File: src/rtl/usb_rx_pkg.sv
package usb_rx_pkg;

  typedef enum logic [1:0] {
    REG_SEL    = 2'd0,
    REG_PRIME  = 2'd1,
    REG_ENABLE = 2'd2,
    REG_LAST   = 2'd3
  } reg_addr_e;

  typedef enum logic [1:0] {
    RX_IDLE = 2'd0,
    RX_TAKE = 2'd1,
    RX_DROP = 2'd2
  } rx_state_e;

  // Capture decision taken in the token cycle.
  function automatic logic ep_armed(input logic enable, input logic prime_bit);
    return enable & prime_bit;
  endfunction

endpackage

File: src/rtl/usb_rx_regs.sv
module usb_rx_regs
  import usb_rx_pkg::*;
#(
  parameter int unsigned EP_W   = 4,
  parameter int unsigned DATA_W = 8
) (
  input  logic              clk,
  input  logic              rst_n,
  input  logic              cpu_wr,
  input  logic [1:0]        cpu_addr,
  input  logic [DATA_W-1:0] cpu_wdata,
  output logic [DATA_W-1:0] cpu_rdata,
  input  logic              prime_bit_sel,
  input  logic [EP_W-1:0]   last_ep,
  input  logic              last_setup,
  input  logic              clr_en_evt,
  output logic [EP_W-1:0]   sel_ep,
  output logic              enable,
  output logic              prime_wr,
  output logic              prime_wval,
  output logic              en_wr
);

  reg_addr_e        addr;
  logic             sel_wr;
  logic [EP_W-1:0]  sel_q;
  logic             enable_q;
  logic             unused_wdata;

  assign addr         = reg_addr_e'(cpu_addr);
  assign sel_wr       = cpu_wr && (addr == REG_SEL);
  assign prime_wr     = cpu_wr && (addr == REG_PRIME);
  assign en_wr        = cpu_wr && (addr == REG_ENABLE);
  assign prime_wval   = cpu_wdata[0];
  assign unused_wdata = ^cpu_wdata;

  function automatic logic [DATA_W-1:0] last_word(input logic [EP_W-1:0] ep,
                                                   input logic setup);
    logic [DATA_W-1:0] w;
    w = '0;
    w[EP_W-1:0] = ep;
    w[EP_W]     = setup;
    return w;
  endfunction

  always_ff @(posedge clk or negedge rst_n) begin
    if (!rst_n) begin
      sel_q <= '0;
    end else if (sel_wr) begin
      sel_q <= cpu_wdata[EP_W-1:0];
    end
  end

  // A CPU write takes priority over the auto-clear.
  always_ff @(posedge clk or negedge rst_n) begin
    if (!rst_n) begin
      enable_q <= 1'b0;
    end else if (en_wr) begin
      enable_q <= cpu_wdata[0];
    end else if (clr_en_evt) begin
      enable_q <= 1'b0;
    end
  end

  always_comb begin
    cpu_rdata = '0;
    case (addr)
      REG_SEL:    cpu_rdata[EP_W-1:0] = sel_q;
      REG_PRIME:  cpu_rdata[0] = prime_bit_sel;
      REG_ENABLE: cpu_rdata[0] = enable_q;
      REG_LAST:   cpu_rdata = last_word(last_ep, last_setup);
      default:    cpu_rdata = '0;
    endcase
  end

  assign sel_ep = sel_q;
  assign enable = enable_q;


  en_autoclr_chk: assert property (@(posedge clk) disable iff (!rst_n)
    clr_en_evt && !en_wr |=> !enable_q);


  en_cpu_wins_chk: assert property (@(posedge clk) disable iff (!rst_n)
    en_wr && cpu_wdata[0] |=> enable_q);

endmodule

File: src/rtl/usb_rx_prime_map.sv
module usb_rx_prime_map #(
  parameter int unsigned NUM_EP  = 16,
  parameter int unsigned EP_W    = 4,
  parameter int unsigned CTRL_EP = 0
) (
  input  logic              clk,
  input  logic              rst_n,
  input  logic              prime_wr,
  input  logic              prime_wval,
  input  logic [EP_W-1:0]   sel_ep,
  input  logic              clr_ctrl_evt,
  output logic [NUM_EP-1:0] prime_vec
);

  localparam logic [NUM_EP-1:0] CTRL_MASK = NUM_EP'(1) << CTRL_EP;

  logic ctrl_hit;
  assign ctrl_hit = prime_wr && (sel_ep == EP_W'(CTRL_EP));

  for (genvar e = 0; e < NUM_EP; e++) begin : g_ep
    logic hit;
    logic bit_q;
    assign hit = prime_wr && (sel_ep == EP_W'(e));

    if (e == CTRL_EP) begin : g_ctrl
      // Control endpoint: one capture per prime; a CPU write wins.
      always_ff @(posedge clk or negedge rst_n) begin
        if (!rst_n) begin
          bit_q <= 1'b0;
        end else if (hit) begin
          bit_q <= prime_wval;
        end else if (clr_ctrl_evt) begin
          bit_q <= 1'b0;
        end
      end
    end else begin : g_data
      always_ff @(posedge clk or negedge rst_n) begin
        if (!rst_n) begin
          bit_q <= 1'b0;
        end else if (hit) begin
          bit_q <= prime_wval;
        end
      end
    end

    assign prime_vec[e] = bit_q;
  end


  ctrl_autoclr_chk: assert property (@(posedge clk) disable iff (!rst_n)
    clr_ctrl_evt && !ctrl_hit |=> !prime_vec[CTRL_EP]);


  ctrl_cpu_wins_chk: assert property (@(posedge clk) disable iff (!rst_n)
    ctrl_hit && prime_wval |=> prime_vec[CTRL_EP]);


  data_prime_keep_chk: assert property (@(posedge clk) disable iff (!rst_n)
    !prime_wr |=> ((prime_vec ^ $past(prime_vec)) & ~CTRL_MASK) == '0);

endmodule

File: src/rtl/usb_rx_pkt_ctrl.sv
module usb_rx_pkt_ctrl
  import usb_rx_pkg::*;
#(
  parameter int unsigned NUM_EP  = 16,
  parameter int unsigned EP_W    = 4,
  parameter int unsigned DATA_W  = 8,
  parameter int unsigned CTRL_EP = 0
) (
  input  logic              clk,
  input  logic              rst_n,
  input  logic              tok_valid,
  input  logic [EP_W-1:0]   tok_ep,
  input  logic              tok_setup,
  input  logic              rx_dv,
  input  logic [DATA_W-1:0] rx_data,
  input  logic              rx_eop,
  input  logic              rx_crc_ok,
  input  logic              enable,
  input  logic [NUM_EP-1:0] prime_vec,
  output logic              fifo_wr,
  output logic [DATA_W-1:0] fifo_wdata,
  output logic              fifo_flush,
  output logic              hs_valid,
  output logic              hs_ack,
  output logic              rx_done,
  output logic [EP_W-1:0]   last_ep,
  output logic              last_setup,
  output logic              clr_en_evt,
  output logic              clr_ctrl_evt
);

  rx_state_e        state_q, state_d;
  logic [EP_W-1:0]  cur_ep_q;
  logic             cur_setup_q;
  logic             arm_now;
  logic             take_end, drop_end;
  logic             good_take, bad_take, drop_nak;

  // Named events for the checks.
  assign arm_now   = ep_armed(enable, prime_vec[tok_ep]);
  assign take_end  = (state_q == RX_TAKE) && rx_eop;
  assign drop_end  = (state_q == RX_DROP) && rx_eop;
  assign good_take = take_end && rx_crc_ok;
  assign bad_take  = take_end && !rx_crc_ok;
  assign drop_nak  = drop_end && rx_crc_ok;

  assign clr_en_evt   = good_take;
  assign clr_ctrl_evt = good_take && (cur_ep_q == EP_W'(CTRL_EP));

  always_comb begin
    state_d = state_q;
    if (tok_valid) begin
      state_d = arm_now ? RX_TAKE : RX_DROP;
    end else if (rx_eop) begin
      state_d = RX_IDLE;
    end
  end

  always_ff @(posedge clk or negedge rst_n) begin
    if (!rst_n) begin
      state_q     <= RX_IDLE;
      cur_ep_q    <= '0;
      cur_setup_q <= 1'b0;
    end else begin
      state_q <= state_d;
      if (tok_valid) begin
        cur_ep_q    <= tok_ep;
        cur_setup_q <= tok_setup;
      end
    end
  end

  always_ff @(posedge clk or negedge rst_n) begin
    if (!rst_n) begin
      fifo_wr    <= 1'b0;
      fifo_wdata <= '0;
      fifo_flush <= 1'b0;
      hs_valid   <= 1'b0;
      hs_ack     <= 1'b0;
      rx_done    <= 1'b0;
      last_ep    <= '0;
      last_setup <= 1'b0;
    end else begin
      fifo_wr    <= (state_q == RX_TAKE) && rx_dv;
      if (rx_dv) begin
        fifo_wdata <= rx_data;
      end
      fifo_flush <= bad_take;
      hs_valid   <= good_take || drop_nak;
      hs_ack     <= good_take;
      rx_done    <= good_take;
      if (good_take) begin
        last_ep    <= cur_ep_q;
        last_setup <= cur_setup_q;
      end
    end
  end


  take_write_chk: assert property (@(posedge clk) disable iff (!rst_n)
    (state_q == RX_TAKE) && rx_dv |=> fifo_wr && (fifo_wdata == $past(rx_data)));


  refuse_nowrite_chk: assert property (@(posedge clk) disable iff (!rst_n)
    (state_q != RX_TAKE) |=> !fifo_wr);


  done_ack_chk: assert property (@(posedge clk) disable iff (!rst_n)
    rx_done |-> hs_valid && hs_ack);


  flush_nohs_chk: assert property (@(posedge clk) disable iff (!rst_n)
    fifo_flush |-> !hs_valid && !rx_done);


  idle_quiet_chk: assert property (@(posedge clk) disable iff (!rst_n)
    (state_q == RX_IDLE) |=> !fifo_wr && !hs_valid && !fifo_flush);

endmodule

File: src/rtl/usb_out_rx_arbiter.sv
module usb_out_rx_arbiter #(
  parameter int unsigned NUM_EP  = 16,
  parameter int unsigned DATA_W  = 8,
  parameter int unsigned CTRL_EP = 0,
  localparam int unsigned EP_W   = $clog2(NUM_EP)
) (
  input  logic              clk,
  input  logic              rst_n,
  input  logic              cpu_wr,
  input  logic [1:0]        cpu_addr,
  input  logic [DATA_W-1:0] cpu_wdata,
  output logic [DATA_W-1:0] cpu_rdata,
  input  logic              tok_valid,
  input  logic [EP_W-1:0]   tok_ep,
  input  logic              tok_setup,
  input  logic              rx_dv,
  input  logic [DATA_W-1:0] rx_data,
  input  logic              rx_eop,
  input  logic              rx_crc_ok,
  output logic              fifo_wr,
  output logic [DATA_W-1:0] fifo_wdata,
  output logic              fifo_flush,
  output logic              hs_valid,
  output logic              hs_ack,
  output logic              rx_done
);

  logic [EP_W-1:0]   sel_ep;
  logic              enable;
  logic              prime_wr, prime_wval, en_wr;
  logic [NUM_EP-1:0] prime_vec;
  logic [EP_W-1:0]   last_ep;
  logic              last_setup;
  logic              clr_en_evt, clr_ctrl_evt;

  usb_rx_regs #(
    .EP_W   (EP_W),
    .DATA_W (DATA_W)
  ) u_regs (
    .clk           (clk),
    .rst_n         (rst_n),
    .cpu_wr        (cpu_wr),
    .cpu_addr      (cpu_addr),
    .cpu_wdata     (cpu_wdata),
    .cpu_rdata     (cpu_rdata),
    .prime_bit_sel (prime_vec[sel_ep]),
    .last_ep       (last_ep),
    .last_setup    (last_setup),
    .clr_en_evt    (clr_en_evt),
    .sel_ep        (sel_ep),
    .enable        (enable),
    .prime_wr      (prime_wr),
    .prime_wval    (prime_wval),
    .en_wr         (en_wr)
  );

  usb_rx_prime_map #(
    .NUM_EP  (NUM_EP),
    .EP_W    (EP_W),
    .CTRL_EP (CTRL_EP)
  ) u_prime (
    .clk          (clk),
    .rst_n        (rst_n),
    .prime_wr     (prime_wr),
    .prime_wval   (prime_wval),
    .sel_ep       (sel_ep),
    .clr_ctrl_evt (clr_ctrl_evt),
    .prime_vec    (prime_vec)
  );

  usb_rx_pkt_ctrl #(
    .NUM_EP  (NUM_EP),
    .EP_W    (EP_W),
    .DATA_W  (DATA_W),
    .CTRL_EP (CTRL_EP)
  ) u_pkt (
    .clk          (clk),
    .rst_n        (rst_n),
    .tok_valid    (tok_valid),
    .tok_ep       (tok_ep),
    .tok_setup    (tok_setup),
    .rx_dv        (rx_dv),
    .rx_data      (rx_data),
    .rx_eop       (rx_eop),
    .rx_crc_ok    (rx_crc_ok),
    .enable       (enable),
    .prime_vec    (prime_vec),
    .fifo_wr      (fifo_wr),
    .fifo_wdata   (fifo_wdata),
    .fifo_flush   (fifo_flush),
    .hs_valid     (hs_valid),
    .hs_ack       (hs_ack),
    .rx_done      (rx_done),
    .last_ep      (last_ep),
    .last_setup   (last_setup),
    .clr_en_evt   (clr_en_evt),
    .clr_ctrl_evt (clr_ctrl_evt)
  );


  flush_keeps_state_chk: assert property (@(posedge clk) disable iff (!rst_n)
    fifo_flush && !$past(en_wr) |-> $stable(enable));


  reset_idle_chk: assert property (@(posedge clk) disable iff (!rst_n)
    $rose(rst_n) |-> !enable && (prime_vec == '0));

endmodule

File: config.mk
export PLATFORM = sky130hd
export DESIGN_NAME = usb_out_rx_arbiter
export DESIGN_NICKNAME = d
export VERILOG_FILES = /design/src/rtl/usb_rx_pkg.sv /design/src/rtl/usb_rx_regs.sv /design/src/rtl/usb_rx_prime_map.sv /design/src/rtl/usb_rx_pkt_ctrl.sv /design/src/rtl/usb_out_rx_arbiter.sv
export SDC_FILE = /design/constraint.sdc
export NUM_CORES = 1
export LEC_CHECK = 0
export ABC_AREA = 1
export CORE_MARGIN = 1.5
export CORE_UTILIZATION = 27
export DETAILED_ROUTE_END_ITERATION = 8
export SLEW_MARGIN = 20
export SYNTH_ARGS = -nofsm -noshare
export SYNTH_HDL_FRONTEND = slang
export SYNTH_HIERARCHICAL = 1
export SYNTH_SLANG_ARGS = --single-unit
File: constraint.sdc
create_clock -name clk -period 1.5 [get_ports clk]
set_input_delay 0.3 -clock clk [delete_from_list [all_inputs] [get_ports clk]]
set_output_delay 0.3 -clock clk [all_outputs]
set_load 0.05 [all_outputs]
==> results.cfg <==
[cells_and_area]
final_common_cell = nand2_1
layout.nets = 445
fin_area_um2 = 3885
post-route-util = 0.4146
drive_above_1_share = 0.3406
syn2layout_area_growth_pct = 46.81
layoutNonFillerInstCount = 540
antenna_cells = 0
final_cell_mix = 90 x nand2_1, 44 x inv_1, 42 x dfrtp_1

[pwr]
internal-power_mw = 2.477
sw_frac_of_total = 0.3629
powerDensity_nw_per_um2 = 1001
leakagePower_nw = 1.885
comb_power_share = 0.398
power_frac_seq = 0.398
switching_power_mw = 1.411
clockPowerShare = 0.204
ir_drop_mv = 0.3782

[routing]
vias = 2325
drc = 0
dr.first_iter.drc_count = 131
drt_first_pass_iters = 4
drtAntennaViolNets = 0
via_per_inst = 4.306
drt_wl_total_mm = 6.399
wire_per_inst_um = 11.85

[worst_setup_path]
critPathMaxStageDelay_ps = 430
slowest_stage = dfrtp_1
critPathMaxFanout = 8
crit_family = simple AND/OR/NAND/NOR gates
critical_path_arrival_ps = 1790
cp_cell_sequence = buf_12 > inv_12 > nand2_2 > nand3_2 > nand3_2 > nand3_2 > nand2_2 > nand2_1 > nand2_1 > nor2_2 > nor2_4 > buf_8
worstSetupPathType = reg -> out
startpoint_type = flop
path_buf_inv = 3
crit_path_frequent_cell = nand3_2
worstPathRequired_ps = 1200
end_kind = output pin

[logic_synthesis]
yosys_warnings = 6
syn_area_um2 = 2646
syn_area_per_cell_um2 = 7.806
synthCells = 339

[placed_design]
placed_area_um2 = 3576
place_ws_ps = -463.3
portBuffers = 43
place_congestion = 0.8929
dpl.hpwl_mm = 4.659
dp.cells = 523

[timing]
fin_ws_ps = -592.5
rsz0062_at_grt = true
hold_viol = 0
setup_viol_count_final = 4
max_freq_ghz = 0.4779
fin_crit_sh = 1.395
drv_slew = 0
min_period_ps = 2092
finClkSkew_ps = 7.207
hold_slack_ps = 507.1

[outcome]
status = finished, violations left
violations = negative setup slack

[flow_run]
cap_violations = 0

[clocking]
cts_made_buffers = 5
insertion_delay_ps = 300
cts_root_buffer = clkbuf_8
cts_max_level = 2
tritoncts = done
cts_sinks = 45
clockBufferDepth = 2
clkTransAtPathRegs_ps = 90

[floorplan]
rows = 35
coreArea_um2 = 9371
die_w_um = 102
ios = 51
initial_core_util = 0.2824
die_h_um = 102
die_area_um2 = 10400

[global_route]
grt.overflow.total = 0
grt_pass1_wl_mm = 10.44
first_global_vias = 2306
grt_max_degree = 46
track_usage = 0.1270
antenna_found_initial = 0

[min_path]
holdCritPathClass = in -> async
[state kept, by name, summed over array words and instances, names as in the netlist]
register            count
u_pkt/last_ep           4
u_regs/sel_ep           4
u_pkt/state_q           2
u_regs/enable           1
u_pkt/cur_setup_q       1
u_pkt/hs_valid          1
u_pkt/fifo_wr           1
u_pkt/fifo_wdata        8
u_prime/g_ep.bit_q     16
u_pkt/fifo_flush        1
u_pkt/last_setup        1
u_pkt/cur_ep_q          4
u_pkt/rx_done           1
[metrics by stage]
stage / TNS (ps) / power, mW
global route: -1123 / 4.141
global placement: -6081 / 2.906
finish: -870.7 / 3.889
floorplan: -151.7 / 2.411
detailed placement: -7728 / 2.924
CTS: -924.5 / 3.809
[worst reg2reg max path, stage by stage, from the launching register on]
cell and delay, ps:
dfrtp_2 460, buf_6 140, buf_6 110, buf_4 140, nor2_1 140, buf_4 170
nand2_1 80, nand2_1 60, o21ai_1 50
[final timing paths]
path / from / end / slack [ps] / depth (start not counted)
worst max-delay path: u_regs/sel_ep[0] / cpu_rdata[0] / -590 / 12
worst min-delay path: rst_n / u_pkt/fifo_wdata[3] / 510 / 3
worst max register to register: u_regs/sel_ep[1] / u_prime/g_ep[12].bit_q / 20 / 8
worst min register to register: u_pkt/last_ep[0] / u_pkt/last_ep[0] / 510 / 1
max in group asynchronous: rst_n / u_regs/sel_ep[1] / 760 / 3
min in group clk: u_pkt/last_ep[0] / u_pkt/last_ep[0] / 510 / 1
[power by group through the flow]
stage	Sequential, mW	Combinational, mW	Clock [mW]
2_1_floorplan	1.62	0.792	0
3_3_place_gp	1.56	1.35	0
3_5_place_dp	1.56	1.36	0
4_1_cts	1.54	1.44	0.829
5_1_grt	1.57	1.69	0.883
6_report	1.55	1.55	0.793
[area by class of cell]
class | count | area [µm²]
inverter | 59 | 241.5
clock buffer | 5 | 68.82
clock inverter | 3 | 25.02
fill | 930 | 5487
multi-input combinational | 211 | 1246
tap | 129 | 161.4
sequential | 45 | 1130
timing repair buffer | 88 | 1012
[timing repair]
item,CTS,global route
pin swaps,10,12
endpoints found under the hold margin,45,0
resized for setup,22,22
setup endpoints to repair,15,4
hold buffers,1,0
cloned,0,0
setup buffers,3,6
[routing by layer]
metal | routed length [µm] | track usage | vias up
li1 | - | - | 1166
met1 | 2797 | 0.1628 | 1070
met2 | 3087 | 0.2134 | 79
met3 | 416 | 0.02531 | 10
met4 | 98 | 0.04426 | 0
met5 | 0 | 0 | -
Power figures use the tool's default switching activity.
